$ cat src/rtl/mrx_pkg.sv
package mrx_pkg;

  typedef enum logic [1:0] {
    PAT_ONES  = 2'b00,
    PAT_ZEROS = 2'b01,
    PAT_ZO    = 2'b10,
    PAT_OZ    = 2'b11
  } pat_e;

  typedef enum logic {
    ST_SEARCH = 1'b0,
    ST_DATA   = 1'b1
  } rx_state_e;

  // expected preamble bit at a position with the given parity
  function automatic logic pat_bit(input pat_e pat, input logic odd_pos);
    case (pat)
      PAT_ONES:  pat_bit = 1'b1;
      PAT_ZEROS: pat_bit = 1'b0;
      PAT_ZO:    pat_bit = odd_pos;
      default:   pat_bit = ~odd_pos;
    endcase
  endfunction

  // first half-bit level and polarity give the decoded bit
  function automatic logic sym_to_bit(input logic first_half, input logic pol);
    sym_to_bit = first_half ^ pol;
  endfunction

endpackage

$ cat src/rtl/mrx_half_sampler.sv
module mrx_half_sampler #(
  parameter int OSR = 16
) (
  input  logic clk,
  input  logic rst_n,
  input  logic tick,
  input  logic line,
  output logic sym_stb,
  output logic sym_bad,
  output logic sym_first
);
  localparam int PW  = $clog2(OSR);
  localparam int WIN = OSR / 4 - 1;
  localparam logic [PW-1:0] SEC_PH = PW'(OSR / 4);
  localparam logic [PW-1:0] FIR_PH = PW'(3 * OSR / 4);
  localparam logic [PW-1:0] WIN_HI = PW'(OSR - 1 - WIN);
  localparam logic [PW-1:0] WIN_LO = PW'(WIN - 1);

  logic          line_q;
  logic          locked;
  logic [PW-1:0] phase;
  logic          first_h;
  logic          edge_seen;
  logic          realign;
  logic          at_second;
  logic          at_first;

  function automatic logic near_mid(input logic [PW-1:0] p);
    near_mid = (p >= WIN_HI) || (p <= WIN_LO);
  endfunction

  always_comb begin
    edge_seen = tick && (line != line_q);
    realign   = locked && edge_seen && near_mid(phase);
    at_second = tick && locked && (phase == SEC_PH);
    at_first  = tick && locked && (phase == FIR_PH);
  end

  always_ff @(posedge clk) begin
    if (!rst_n) begin
      line_q    <= 1'b0;
      locked    <= 1'b0;
      phase     <= '0;
      first_h   <= 1'b0;
      sym_stb   <= 1'b0;
      sym_bad   <= 1'b0;
      sym_first <= 1'b0;
    end else begin
      sym_stb <= 1'b0;
      sym_bad <= 1'b0;
      if (tick) line_q <= line;
      if (!locked) begin
        if (edge_seen) begin
          locked  <= 1'b1;
          phase   <= '0;
          first_h <= line_q;
        end
      end else begin
        if (tick) phase <= realign ? '0 : phase + 1'b1;
        if (at_second) begin
          if (line == first_h) begin
            sym_bad <= 1'b1;
            locked  <= 1'b0;
          end else begin
            sym_stb   <= 1'b1;
            sym_first <= first_h;
          end
        end
        if (at_first) first_h <= line;
      end
    end
  end

endmodule

$ cat src/rtl/mrx_preamble_fsm.sv
module mrx_preamble_fsm
  import mrx_pkg::*;
#(
  parameter int LEN_W = 4
) (
  input  logic             clk,
  input  logic             rst_n,
  input  logic             sym_stb,
  input  logic             sym_bad,
  input  logic             sym_bit,
  input  logic [LEN_W-1:0] cfg_len,
  input  logic [1:0]       cfg_pat,
  output logic             pre_found,
  output logic             bit_valid,
  output logic             bit_data,
  output logic [LEN_W-1:0] match_cnt
);
  rx_state_e state;
  logic      expect_bit;
  logic      last_match;

  always_comb begin
    expect_bit = pat_bit(pat_e'(cfg_pat), match_cnt[0]);
    last_match = ({1'b0, match_cnt} + 1'b1) == {1'b0, cfg_len};
  end

  always_ff @(posedge clk) begin
    if (!rst_n) begin
      state     <= ST_SEARCH;
      match_cnt <= '0;
      pre_found <= 1'b0;
      bit_valid <= 1'b0;
      bit_data  <= 1'b0;
    end else begin
      pre_found <= 1'b0;
      bit_valid <= 1'b0;
      if (sym_bad) begin
        state     <= ST_SEARCH;
        match_cnt <= '0;
      end else if (sym_stb) begin
        case (state)
          ST_SEARCH: begin
            if (cfg_len == '0) begin
              state     <= ST_DATA;
              bit_valid <= 1'b1;
              bit_data  <= sym_bit;
            end else if (sym_bit == expect_bit) begin
              if (last_match) begin
                pre_found <= 1'b1;
                state     <= ST_DATA;
                match_cnt <= '0;
              end else begin
                match_cnt <= match_cnt + 1'b1;
              end
            end else begin
              match_cnt <= '0;
            end
          end
          default: begin
            bit_valid <= 1'b1;
            bit_data  <= sym_bit;
          end
        endcase
      end
    end
  end

endmodule

$ cat src/rtl/mrx_preamble_rx.sv
module mrx_preamble_rx
  import mrx_pkg::*;
#(
  parameter int OSR   = 16,
  parameter int LEN_W = 4
) (
  input  logic             clk,
  input  logic             rst_n,
  input  logic             os_tick,
  input  logic             line_in,
  input  logic [LEN_W-1:0] cfg_pre_len,
  input  logic [1:0]       cfg_pre_pat,
  input  logic             cfg_rx_pol,
  output logic             pre_found,
  output logic             bit_valid,
  output logic             bit_data,
  output logic             code_err
);
  logic             sym_stb;
  logic             sym_bad;
  logic             sym_first;
  logic             sym_bit;
  logic [LEN_W-1:0] match_cnt;

  mrx_half_sampler #(.OSR(OSR)) u_sampler (
    .clk       (clk),
    .rst_n     (rst_n),
    .tick      (os_tick),
    .line      (line_in),
    .sym_stb   (sym_stb),
    .sym_bad   (sym_bad),
    .sym_first (sym_first)
  );

  assign sym_bit = sym_to_bit(sym_first, cfg_rx_pol);

  mrx_preamble_fsm #(.LEN_W(LEN_W)) u_fsm (
    .clk       (clk),
    .rst_n     (rst_n),
    .sym_stb   (sym_stb),
    .sym_bad   (sym_bad),
    .sym_bit   (sym_bit),
    .cfg_len   (cfg_pre_len),
    .cfg_pat   (cfg_pre_pat),
    .pre_found (pre_found),
    .bit_valid (bit_valid),
    .bit_data  (bit_data),
    .match_cnt (match_cnt)
  );

  always_ff @(posedge clk) begin
    if (!rst_n) code_err <= 1'b0;
    else        code_err <= sym_bad;
  end

endmodule

$ cat config.mk
export PLATFORM = sky130hd
export DESIGN_NAME = mrx_preamble_rx
export DESIGN_NICKNAME = d
export VERILOG_FILES = /design/src/rtl/mrx_pkg.sv /design/src/rtl/mrx_half_sampler.sv /design/src/rtl/mrx_preamble_fsm.sv /design/src/rtl/mrx_preamble_rx.sv
export SDC_FILE = /design/constraint.sdc
export NUM_CORES = 1
export LEC_CHECK = 0
export ABC_AREA = 1
export BUFFER_PORTS_ARGS = -buffer_cell sky130_fd_sc_hd__buf_4
export CORE_UTILIZATION = 63
export CTS_BUF_LIST = sky130_fd_sc_hd__clkbuf_8
export CTS_CLUSTER_DIAMETER = 30
export DETAILED_ROUTE_END_ITERATION = 16
export PLACE_DENSITY = 0.86
export SYNTH_ARGS = -nofsm -noshare
export SYNTH_HDL_FRONTEND = slang
export SYNTH_SLANG_ARGS = --single-unit
$ cat constraint.sdc
create_clock -name clk -period 1.9 [get_ports clk]
set_input_delay 0.38 -clock clk [delete_from_list [all_inputs] [get_ports clk]]
set_output_delay 0.38 -clock clk [all_outputs]
set_load 0.02 [all_outputs]
==> impl_results.rst <==
.. list-table::
   :header-rows: 1

   * - Metric
     - Value
   * - Outcome
     - complete, no violations
   * - Switching power total
     - around 0.19 mW
   * - DRC Markers
     - 0
   * - Clock network fraction of total power
     - 0.343
   * - Largest clock skew in the final design
     - around 4.2 ps
   * - Most common library cell in the layout ignoring fill and taps
     - sky130_fd_sc_hd__nand2_1
   * - Number of H-tree levels
     - 1
   * - Clock tree from TritonCTS
     - done
   * - Number of detailed-routing iterations run before antenna repair
     - 4
   * - Post-detailed-routing wire length
     - 2.25 mm
   * - Fill cell count
     - 129
   * - Detailed-routing wirelength on met1
     - slightly above 900 um
   * - Number of maximum-capacitance constraint violations
     - 0
   * - Slew Viols, Final
     - 0
   * - Share of the clock period used by the worst path
     - 0.785
   * - Critical path required time
     - around 2000 ps
   * - Setup slack after layout
     - 408 ps
   * - Number of endpoints with negative hold slack in the final report
     - 0
   * - Routability congestion estimate
     - 0.841
   * - Synth Net Count
     - 178
   * - Top layer reached by signal wires
     - met4
   * - Class of the tightest hold or removal check
     - input port to flop
   * - Total routing resource utilization after global routing
     - 0.267
   * - Residual antenna-violating net count after detailed routing
     - 0
   * - Antenna violations before repair
     - 0
   * - Cell with the largest stage delay on the worst path
     - sky130_fd_sc_hd__dfxtp_1
   * - Beginning of the worst hold path
     - rst_n
   * - RSZ-0062 raised after global routing
     - false
   * - Layout net count
     - 195
   * - Largest fanout of any net on the critical path
     - 6
   * - Crit path launch
     - u_fsm.match_cnt[0]
   * - Critical register-to-register path startpoint
     - u_fsm.match_cnt[0]
   * - Start-to-end type of the worst setup path
     - flop to flop
   * - Worst Tran Pin Value
     - 320 ps
   * - Number of rows in the core area
     - 15
   * - Sequential Area
     - 380 um^2
   * - Register area share after synthesis
     - 0.334
   * - Family of cells with the greatest summed delay on the critical path
     - simple AND/OR/NAND/NOR gates
   * - First-pass GRT wire length
     - a little under 4 mm
   * - Post-synthesis register bit count
     - 19
   * - Highest ir drop seen on vdd
     - 0.488 mV
   * - Clock period minus worst slack
     - 1490 ps
   * - Number of clock sinks seen by CTS
     - 19
   * - Area after DPL
     - 1270 um^2
   * - Clock latency on the worst-skew pair
     - 250 ps
   * - Worst-case clock buffer depth
     - 2
   * - Aggregate negative setup slack
     - 0 ps
   * - Commonest non-fill, non-tap cells in the layout
     - sky130_fd_sc_hd__nand2_1 (38), sky130_fd_sc_hd__inv_1 (26), sky130_fd_sc_hd__dfxtp_1 (19)
   * - Worst slack at placement
     - 423 ps
   * - DRC violation total after the first TritonRoute iteration
     - 26
   * - Routed wl met2
     - 1.20 mm
   * - Relative slew slack
     - 0.786
   * - Worst-case register-to-register setup slack
     - 410 ps
   * - Total setup buffers inserted after CTS
     - 0
   * - Max Fclk
     - 670 MHz
   * - Critical path arrival
     - 1630 ps
   * - CP Buf/Inv Count
     - 1
   * - Syn-to-layout area delta
     - 15.1%
   * - Per-cell routed wire length
     - roughly 11 um
   * - Post-route design area
     - between 1000 and 1500 um^2
   * - Unique masters post-synth
     - 25
   * - Routed vias/inst
     - roughly 5.2
   * - Number of synthesis warnings
     - 0
   * - Initial Utilization
     - 0.667
   * - Clock-pin slew of the registers on the worst-case setup and hold paths
     - ~70 ps
   * - Mean post-synth cell area
     - 6.99 um^2
   * - Inserted Clock Buffers
     - 3
   * - Die extent in y
     - 44.5 um
   * - Largest net degree at the start of global routing
     - 12
   * - Number of hold buffers added after cts
     - 0
   * - Critical Path Source Type
     - flop
   * - Core area
     - between 1500 and 2000 um^2
   * - Sw Ratio
     - 0.243
   * - Met3 Routed Length
     - roughly 85 um
   * - Part of the total power dissipated in combinational logic
     - 0.126
   * - Total of endpoints with negative setup slack in the final report
     - 0
   * - Placed wire-length estimate
     - 1.82 mm
   * - Reg power frac
     - 0.531
   * - Die width
     - 44.5 um
   * - Sort of element at the end of the critical path
     - flop
   * - Floorplan die area
     - just under 2000 um^2
   * - Total leakage power
     - around 0.61 nW
   * - Cell internal pwr
     - 0.587 mW
   * - Count of buffers inserted at the top-level ports
     - 14
   * - Power Dens Cells
     - slightly below 600 nW/um^2
   * - Cell count after synthesis
     - 163
   * - Share of cells above drive strength 1
     - 0.223
   * - Ports placed on the boundary
     - 15
   * - Peak per-stage delay on the critical path
     - 440 ps
   * - Number of antenna cells inserted
     - 0
   * - Worst-path cell chain
     - ha_1 -> inv_1 -> nand2_1 -> nand2_1 -> nand3_1 -> nor2_4 -> nand2_4 -> nand2_1 -> a21oi_1
   * - CP most frequent cell
     - sky130_fd_sc_hd__nand2_1
   * - Footprint of the multi-input gates
     - around 650 um^2
   * - Clock root buffer master
     - sky130_fd_sc_hd__clkbuf_8
   * - Post-synthesis instance area
     - 1140 um^2
   * - Remaining global-route overflow
     - 0
   * - Number of cells upsized or downsized after cts
     - 0
   * - Via count
     - roughly 1100
   * - Via count of the first global-routing pass
     - slightly above 1000
==> metal layers <==
metal	vias to the layer above	global-route usage
met5	-	0
met4	0	0.133
met3	6	0.0327
met2	28	0.482
li1	548	-
met1	484	0.305
==> state kept, by name, summed over array words and instances (netlist names) <==
register,cells
u_fsm.match_cnt,4
u_sampler.sym_bad,1
u_sampler.locked,1
u_sampler.sym_first,1
u_fsm.bit_valid,1
u_fsm.pre_found,1
u_fsm.bit_data,1
code_err,1
u_sampler.sym_stb,1
u_sampler.first_h,1
u_fsm.state,1
u_sampler.line_q,1
u_sampler.phase,4
==> logic make-up (layout without fill, tap and decap cells) <==
family | Yosys count | count (layout) | synth area share
xor gates and xnor gates | 4 | 4 | 0.0307
buffers and inverters | 30 | 46 | 0.0999
and+or+nand+nor | 89 | 89 | 0.412
AOI/OAI and AO/OA | 17 | 17 | 0.0801
adders and majority gates | 4 | 4 | 0.0439
DFF | 19 | 19 | 0.334
==> worst paths after layout <==
kind,cells after the start,to
setup / recovery,9,u_fsm.match_cnt[0]
hold / removal,3,code_err
setup reg to reg,9,u_fsm.match_cnt[0]
hold reg to reg,2,code_err
==> tightest hold or removal path: stages <==
cell	delay, ps
sky130_fd_sc_hd__buf_4	100
sky130_fd_sc_hd__nand2_1	50
sky130_fd_sc_hd__inv_1	50
==> Yosys cell counts (all sizes together) <==
| master | n | area (um^2) |
|---|---|---|
| nand4 | 5 | 37.5 |
| nand3 | 19 | 128 |
| or2 | 1 | 6.26 |
| nor2 | 14 | 67.6 |
| xor2 | 2 | 17.5 |
| nand2 | 48 | 210 |
| dfxtp | 19 | 380 |
| o21ai | 4 | 20.0 |
| clkbuf | 2 | 8.75 |
| inv | 28 | 105 |
| xnor2 | 2 | 17.5 |
| nor4 | 1 | 12.5 |
| o21bai | 1 | 7.51 |
| nand3b | 1 | 7.51 |
| ha | 4 | 50.1 |
| a21oi | 12 | 63.8 |
==> area by class of cell <==
cell class / instances / area share
clock buffer: 3 / 0.0315
clock inverter: 1 / 0.00286
inverter: 28 / 0.0801
multi-input combinational: 114 / 0.492
sequential: 19 / 0.290
tap: 25 / 0.0238
timing repair buffer: 14 / 0.0801
==> metrics by stage <==
step / hold WS [ps] / util / std cells / power [mW]
global route: 377 / 0.768 / 204 / 0.815
global placement: 436 / 0.742 / 200 / 0.513
detailed placement: 442 / 0.742 / 200 / 0.519
finish: 357 / 0.768 / 204 / 0.776
floorplan: 415 / - / 163 / 0.484
CTS: 362 / 0.768 / 204 / 0.782
==> power groups by stage <==
stage          Sequential, mW  Combinational, mW  Clock (mW)
6_report                0.412             0.0977       0.266
5_1_grt                 0.413              0.109       0.293
4_1_cts                 0.412             0.0984       0.272
3_5_place_dp            0.421             0.0977           0
3_3_place_gp            0.421             0.0925           0
2_1_floorplan           0.420             0.0639           0
No activity file was read; power rests on OpenSTA's default activity.
